[config.mk]
export PLATFORM = sky130hd
export DESIGN_NAME = gf2m_horner_mul
export DESIGN_NICKNAME = d
export VERILOG_FILES = /design/src/rtl/gfm_pkg.sv /design/src/rtl/gfm_horner_step.sv /design/src/rtl/gfm_poly_src.sv /design/src/rtl/gfm_iter_core.sv /design/src/rtl/gfm_comb_core.sv /design/src/rtl/gf2m_horner_mul.sv
export SDC_FILE = /design/constraint.sdc
export NUM_CORES = 1
export LEC_CHECK = 0
export CAP_MARGIN = 20
export CELL_PAD_IN_SITES_DETAIL_PLACEMENT = 1
export CELL_PAD_IN_SITES_GLOBAL_PLACEMENT = 1
export CORE_MARGIN = 2
export CORE_UTILIZATION = 30
export CTS_CLUSTER_SIZE = 24
export DETAILED_ROUTE_END_ITERATION = 12
export PLACE_DENSITY = 0.69
export SLEW_MARGIN = 20
export SYNTH_ARGS = -nofsm -noshare
export SYNTH_HDL_FRONTEND = slang
export SYNTH_SLANG_ARGS = --single-unit
[constraint.sdc]
create_clock -name clk -period 3.25 [get_ports clk]
set_input_delay 0.8125 -clock clk [delete_from_list [all_inputs] [get_ports clk]]
set_output_delay 0.8125 -clock clk [all_outputs]
set_load 0.01 [all_outputs]
[src/rtl/gfm_pkg.sv]
`timescale 1ns/1ps
package gfm_pkg;

  typedef enum logic {
    GFM_IDLE = 1'b0,
    GFM_RUN  = 1'b1
  } gfm_state_e;

  // width of a down-counter that indexes coefficients 0 .. m-2
  function automatic int gfm_idx_w(input int m);
    return (m <= 2) ? 1 : $clog2(m);
  endfunction

endpackage

[src/rtl/gfm_horner_step.sv]
`timescale 1ns/1ps
module gfm_horner_step #(
  parameter int M = 8
) (
  input  logic [M-1:0] acc,
  input  logic [M-1:0] mcand,
  input  logic [M-1:0] red,
  input  logic         bit_in,
  output logic [M-1:0] nxt
);

  // one Horner step: multiply by X, fold the escaping bit, add mcand
  always_comb begin
    nxt = {acc[M-2:0], 1'b0}
        ^ (mcand & {M{bit_in}})
        ^ (red   & {M{acc[M-1]}});
  end

endmodule

[src/rtl/gfm_poly_src.sv]
`timescale 1ns/1ps
module gfm_poly_src #(
  parameter int         M     = 8,
  parameter bit         FIXED = 1'b0,
  parameter logic [M:0] POLY  = '0
) (
  input  logic [M:0]   poly_in,
  output logic [M-1:0] red
);

  // only the low M coefficients take part in folding; X^M is implied
  generate
    if (FIXED) begin : g_fixed
      logic unused_poly;
      assign unused_poly = ^poly_in;
      assign red         = POLY[M-1:0];
    end else begin : g_port
      logic unused_top;
      assign unused_top = poly_in[M];
      assign red        = poly_in[M-1:0];
    end
  endgenerate

endmodule

[src/rtl/gfm_iter_core.sv]
`timescale 1ns/1ps
module gfm_iter_core
  import gfm_pkg::*;
#(
  parameter int M = 8
) (
  input  logic         clk,
  input  logic         rst,
  input  logic         start,
  input  logic [M-1:0] a,
  input  logic [M-1:0] b,
  input  logic [M-1:0] red,
  output logic [M-1:0] product,
  output logic         done
);

  localparam int            IW      = gfm_idx_w(M);
  localparam logic [IW-1:0] IDX_TOP = IW'(M - 2);

  gfm_state_e    state;
  logic [M-1:0]  a_q, b_q, red_q, acc, acc_nxt;
  logic [IW-1:0] idx;

  gfm_horner_step #(.M(M)) u_step (
    .acc   (acc),
    .mcand (b_q),
    .red   (red_q),
    .bit_in(a_q[idx]),
    .nxt   (acc_nxt)
  );

  always_ff @(posedge clk) begin
    if (rst) begin
      state   <= GFM_IDLE;
      a_q     <= '0;
      b_q     <= '0;
      red_q   <= '0;
      acc     <= '0;
      idx     <= '0;
      product <= '0;
      done    <= 1'b0;
    end else begin
      done <= 1'b0;
      case (state)
        GFM_IDLE: begin
          if (start) begin
            a_q   <= a;
            b_q   <= b;
            red_q <= red;
            acc   <= b & {M{a[M-1]}};
            idx   <= IDX_TOP;
            state <= GFM_RUN;
          end
        end
        GFM_RUN: begin
          if (idx == '0) begin
            product <= acc_nxt;
            done    <= 1'b1;
            state   <= GFM_IDLE;
          end else begin
            acc <= acc_nxt;
            idx <= idx - 1'b1;
          end
        end
        default: state <= GFM_IDLE;
      endcase
    end
  end

  // cycle counter used only by the latency check
  int lat_q;
  always_ff @(posedge clk) begin
    if (rst)                             lat_q <= 0;
    else if (state == GFM_IDLE && start) lat_q <= 0;
    else if (state == GFM_RUN)           lat_q <= lat_q + 1;
  end


  done_pulse_chk: assert property (@(posedge clk) disable iff (rst)
    done |=> !done);


  iter_latency_chk: assert property (@(posedge clk) disable iff (rst)
    done |-> (lat_q == M - 1));


  busy_hold_chk: assert property (@(posedge clk) disable iff (rst)
    (state == GFM_RUN) |=> ($stable(a_q) && $stable(b_q) && $stable(red_q)));

endmodule

[src/rtl/gfm_comb_core.sv]
`timescale 1ns/1ps
module gfm_comb_core #(
  parameter int M = 8
) (
  input  logic         clk,
  input  logic         rst,
  input  logic         start,
  input  logic [M-1:0] a,
  input  logic [M-1:0] b,
  input  logic [M-1:0] red,
  output logic [M-1:0] product,
  output logic         done
);

  logic [M-1:0] stage [M];

  assign stage[0] = b & {M{a[M-1]}};

  generate
    for (genvar i = 1; i < M; i++) begin : g_chain
      gfm_horner_step #(.M(M)) u_step (
        .acc   (stage[i-1]),
        .mcand (b),
        .red   (red),
        .bit_in(a[M-1-i]),
        .nxt   (stage[i])
      );
    end
  endgenerate

  always_ff @(posedge clk) begin
    if (rst) begin
      product <= '0;
      done    <= 1'b0;
    end else begin
      done <= start;
      if (start) product <= stage[M-1];
    end
  end


  comb_done_chk: assert property (@(posedge clk) disable iff (rst)
    done |-> $past(start));


  zero_operand_chk: assert property (@(posedge clk) disable iff (rst)
    (start && (a == '0 || b == '0)) |=> (product == '0));

endmodule

[src/rtl/gf2m_horner_mul.sv]
`timescale 1ns/1ps
module gf2m_horner_mul #(
  parameter int         M          = 8,
  parameter bit         ITERATIVE  = 1'b1,
  parameter bit         FIXED_POLY = 1'b0,
  parameter logic [M:0] POLY       = 9'h11B
) (
  input  logic         clk,
  input  logic         rst,
  input  logic         start,
  input  logic [M-1:0] op_a,
  input  logic [M-1:0] op_b,
  input  logic [M:0]   field_poly,
  output logic [M-1:0] product,
  output logic         done
);

  logic [M-1:0] red;

  gfm_poly_src #(.M(M), .FIXED(FIXED_POLY), .POLY(POLY)) u_poly (
    .poly_in(field_poly),
    .red    (red)
  );

  generate
    if (ITERATIVE) begin : g_iter
      gfm_iter_core #(.M(M)) u_core (
        .clk(clk), .rst(rst), .start(start),
        .a(op_a), .b(op_b), .red(red),
        .product(product), .done(done)
      );
    end else begin : g_comb
      gfm_comb_core #(.M(M)) u_core (
        .clk(clk), .rst(rst), .start(start),
        .a(op_a), .b(op_b), .red(red),
        .product(product), .done(done)
      );
    end

    if (!FIXED_POLY) begin : g_poly_chk

      poly_monic_chk: assert property (@(posedge clk) disable iff (rst)
        start |-> field_poly[M]);
    end
  endgenerate


  product_hold_chk: assert property (@(posedge clk) disable iff (rst)
    !done |-> $stable(product));

endmodule

==> flow_summary_export.csv <==
group,metric,value,unit
run_status,status,"completed",
floorplanning,chipHeight,86.6,um
floorplanning,start_util,30.6,%
synth,synthCells,257,
critical_path,r2r-end,"g_iter.u_core.acc[4]",
layout,layout-drive-gt1-share,10.8,%
sta,rsz0062_at_grt,"no",
flow_run,max_cap_viol_count,0,
clocking,cts-resized-gates,0,
placed_design,portBuffers,35,
min_path,hp-start,"g_iter.u_core.product[4]",
clocking,insertion_delay,0.29,ns
global_route,grt_usage,14.4,%
global_route,overflow,0,
layout,design_area,2560,sq um
placed_design,dpl.cell_count,360,
synth,ys_types,30,
synth,yosysWarnings,0,
clocking,root_buffer,"clkbuf_8",
floorplanning,die_w,86.6,um
critical_path,r2r_start,"g_iter.u_core.idx[0]",
sta,worst_pin_slew,0.666,ns
critical_path,path_class,"reg -> reg",
floorplanning,rows,30,
placed_design,hpwl,3560,um
sta,setup_viol,0,
clocking,cts_setup_buffers,0,
critical_path,crit_end,"g_iter.u_core.acc[4]",
sta,setup_slack,1.15,ns
clocking,cts_buffer_depth,2,
synth,synth-seq-area-share,44.1,%
critical_path,rrSetupSlack,1.15,ns
power,vdd_drop_max,161,uV
power,leakagePower,0.000898,uW
layout,final_cells,368,
critical_path,crit_arrival,2.31,ns
clocking,hold_buffers,0,
placed_design,routabilityCongestion,0.762,
sta,hold_violations,0,
detailed_routing,vias,1831,
floorplanning,num_io_pins,37,
clocking,numCtsBuffers,5,
critical_path,setup.worst_path.start,"g_iter.u_core.idx[0]",
synth,synth_seq_cells,45,
min_path,hold_class,"reg -> reg",
sta,skew,0.00399,ns
sta,relSlewSlack,55.5,%
clocking,clkTransAtPathRegs,0.08,ns
global_route,grt_max_degree,46,
detailed_routing,drt_iter0_drc,38,
detailed_routing,first_pass_iters,4,
detailed_routing,wl,5140,um
sta,tns,0,ns
floorplanning,core_area,6680,sq um
synth,avgSynthCellArea,7.96,sq um
global_route,grt_pass1_vias,1822,
critical_path,critPathLaunchType,"flip-flop",
clocking,cts_sinks,45,
critical_path,worst-path-max-fanout,14,
detailed_routing,drtAntennaViolNets,0,
placed_design,post-place-ws,0.807,ns
layout,num_antenna_cells,0,
floorplanning,die_area,7490,sq um
synth,synth_nets,287,
placed_design,dpl-instance-area,2460,sq um
power,power_density,484,nW/um^2
detailed_routing,routedWlPerCell,14.0,um
sta,final-max-slew-violation-count,0,
detailed_routing,vias_per_cell,4.98,
global_route,antenna_found_initial,0,
critical_path,worstPathRequired,3.46,ns
critical_path,endpoint_kind,"flip-flop",
clocking,h-tree-depth,2,
clocking,cts_tree,"yes",
layout,area_delta_synth_final,25.1,%
detailed_routing,drc,0,
sta,max_freq,477,MHz
layout,fin_nets,317,
synth,netlist_area,2040,sq um
global_route,grt_pass1_wl,8450,um
critical_path,reg2reg_depth,5,
sta,period_needed,2.10,ns
sta,min_period_over_period,64.5,%
[metal layers]
layer,up-vias,share of wire [%],global-route usage [%]
li1,916,-,-
met1,883,46,18.3
met2,25,50,24.8
met3,7,3.3,3.43
met4,0,0.84,2.98
met5,-,0,0
[cell type report]
cell class	count	area (sq um)
fill	831	4120
multi-input combinational	185	1030
sequential	45	901
timing repair buffer	40	388
tap	80	100
clock buffer	7	96.3
inverter	10	37.5
clock inverter	1	5.00
[report_power, final]
part	total, uW	switching [uW]	leakage (uW)	internal [uW]
Sequential	627	35.8	0.000369	592
Combinational	231	129	0.000474	102
Clock	378	186	0.0000542	192
Total	1240	350	0.000898	886
[state kept, by name (all words and copies together) (netlist names)]
| signal | cells |
|---|---|
| g_iter.u_core.done | 1 |
| g_iter.u_core.acc | 8 |
| g_iter.u_core.b_q | 8 |
| g_iter.u_core.state | 1 |
| g_iter.u_core.idx | 3 |
| g_iter.u_core.a_q | 8 |
| g_iter.u_core.red_q | 8 |
| g_iter.u_core.product | 8 |
[stage by stage]
stage	utilization [%]	hold slack, ns	power, uW
6_report	38.3	0.455	1240
5_1_grt	38.3	0.484	1310
4_1_cts	38.3	0.459	1250
3_5_place_dp	36.8	0.447	875
3_3_place_gp	36.8	0.442	868
2_1_floorplan	-	0.432	784
[critical path, cell delays in order, from the launching register on]
cell	delay (ns)
dfxtp_1	0.43
mux4_1	0.64
mux2i_4	0.38
or3_2	0.21
nand3_1	0.08
a211oi_1	0.27
[layout by cell type, fill, tap and decap left out, types with 2 or more instances in the layout]
cell type and n:
nand3_1 11, nand3_2 3, inv_1 10, a211oi_2 4, nor2_1 14, o21ai_1 2, xor2_1 7, nor2b_1 2
clkbuf_8 7, or3_2 4, ha_1 2, dfxtp_1 45, a211oi_1 4, o21ai_0 9, a21oi_1 43, nand2_1 67
or3_4 3, buf_4 5, clkdlybuf4s50_1 35, mux4_1 2
[worst min-delay path by stage]
stage	slack (ns)	cells after the start	endpoint
3_5_place_dp	0.45	2	g_iter.u_core.product[4]
6_report	0.45	2	g_iter.u_core.product[4]
2_1_floorplan	0.43	2	g_iter.u_core.a_q[1]
4_1_cts	0.46	2	g_iter.u_core.product[4]
5_1_grt	0.48	2	g_iter.u_core.product[4]
3_3_place_gp	0.44	2	g_iter.u_core.a_q[5]
[synthesized netlist by cell type]
master    instances  area [sq um]
a211oi_1          4          30.0
a211oi_2          4          50.1
a21oi_1          43           215
a21oi_2           1          8.76
a311oi_1          1          8.76
and3_1            1          6.26
buf_1             2          7.51
buf_4             1          7.51
buf_6             1          11.3
clkbuf_1         12          45.0
clkbuf_2          1          5.00
dfxtp_1          45           901
ha_1              2          25.0
inv_1            10          37.5
mux2_2            1          11.3
mux2i_4           1          22.5
mux4_1            2          52.6
nand2_1          67           251
nand2b_1          1          6.26
nand3_1          11          55.1
nand3_2           3          30.0
nor2_1           14          52.6
nor2b_1           2          12.5
nor3_1            1          5.00
o21ai_0           9          45.0
o21ai_1           2          10.0
or2_2             1          6.26
or3_2             4          30.0
or3_4             3          33.8
xor2_1            7          61.3
[cell families after synthesis]
family,count (synthesis),synth area share [%]
DFF,45,44.1
and+or+nand+nor,108,23.9
adders and majority gates,2,1.22
xor gates and xnor gates,7,3.00
muxes,4,4.22
buffers and inverters,27,5.57
AOI/OAI and AO/OA,64,18.0
Note: power is estimated with default switching activity, not from simulation.
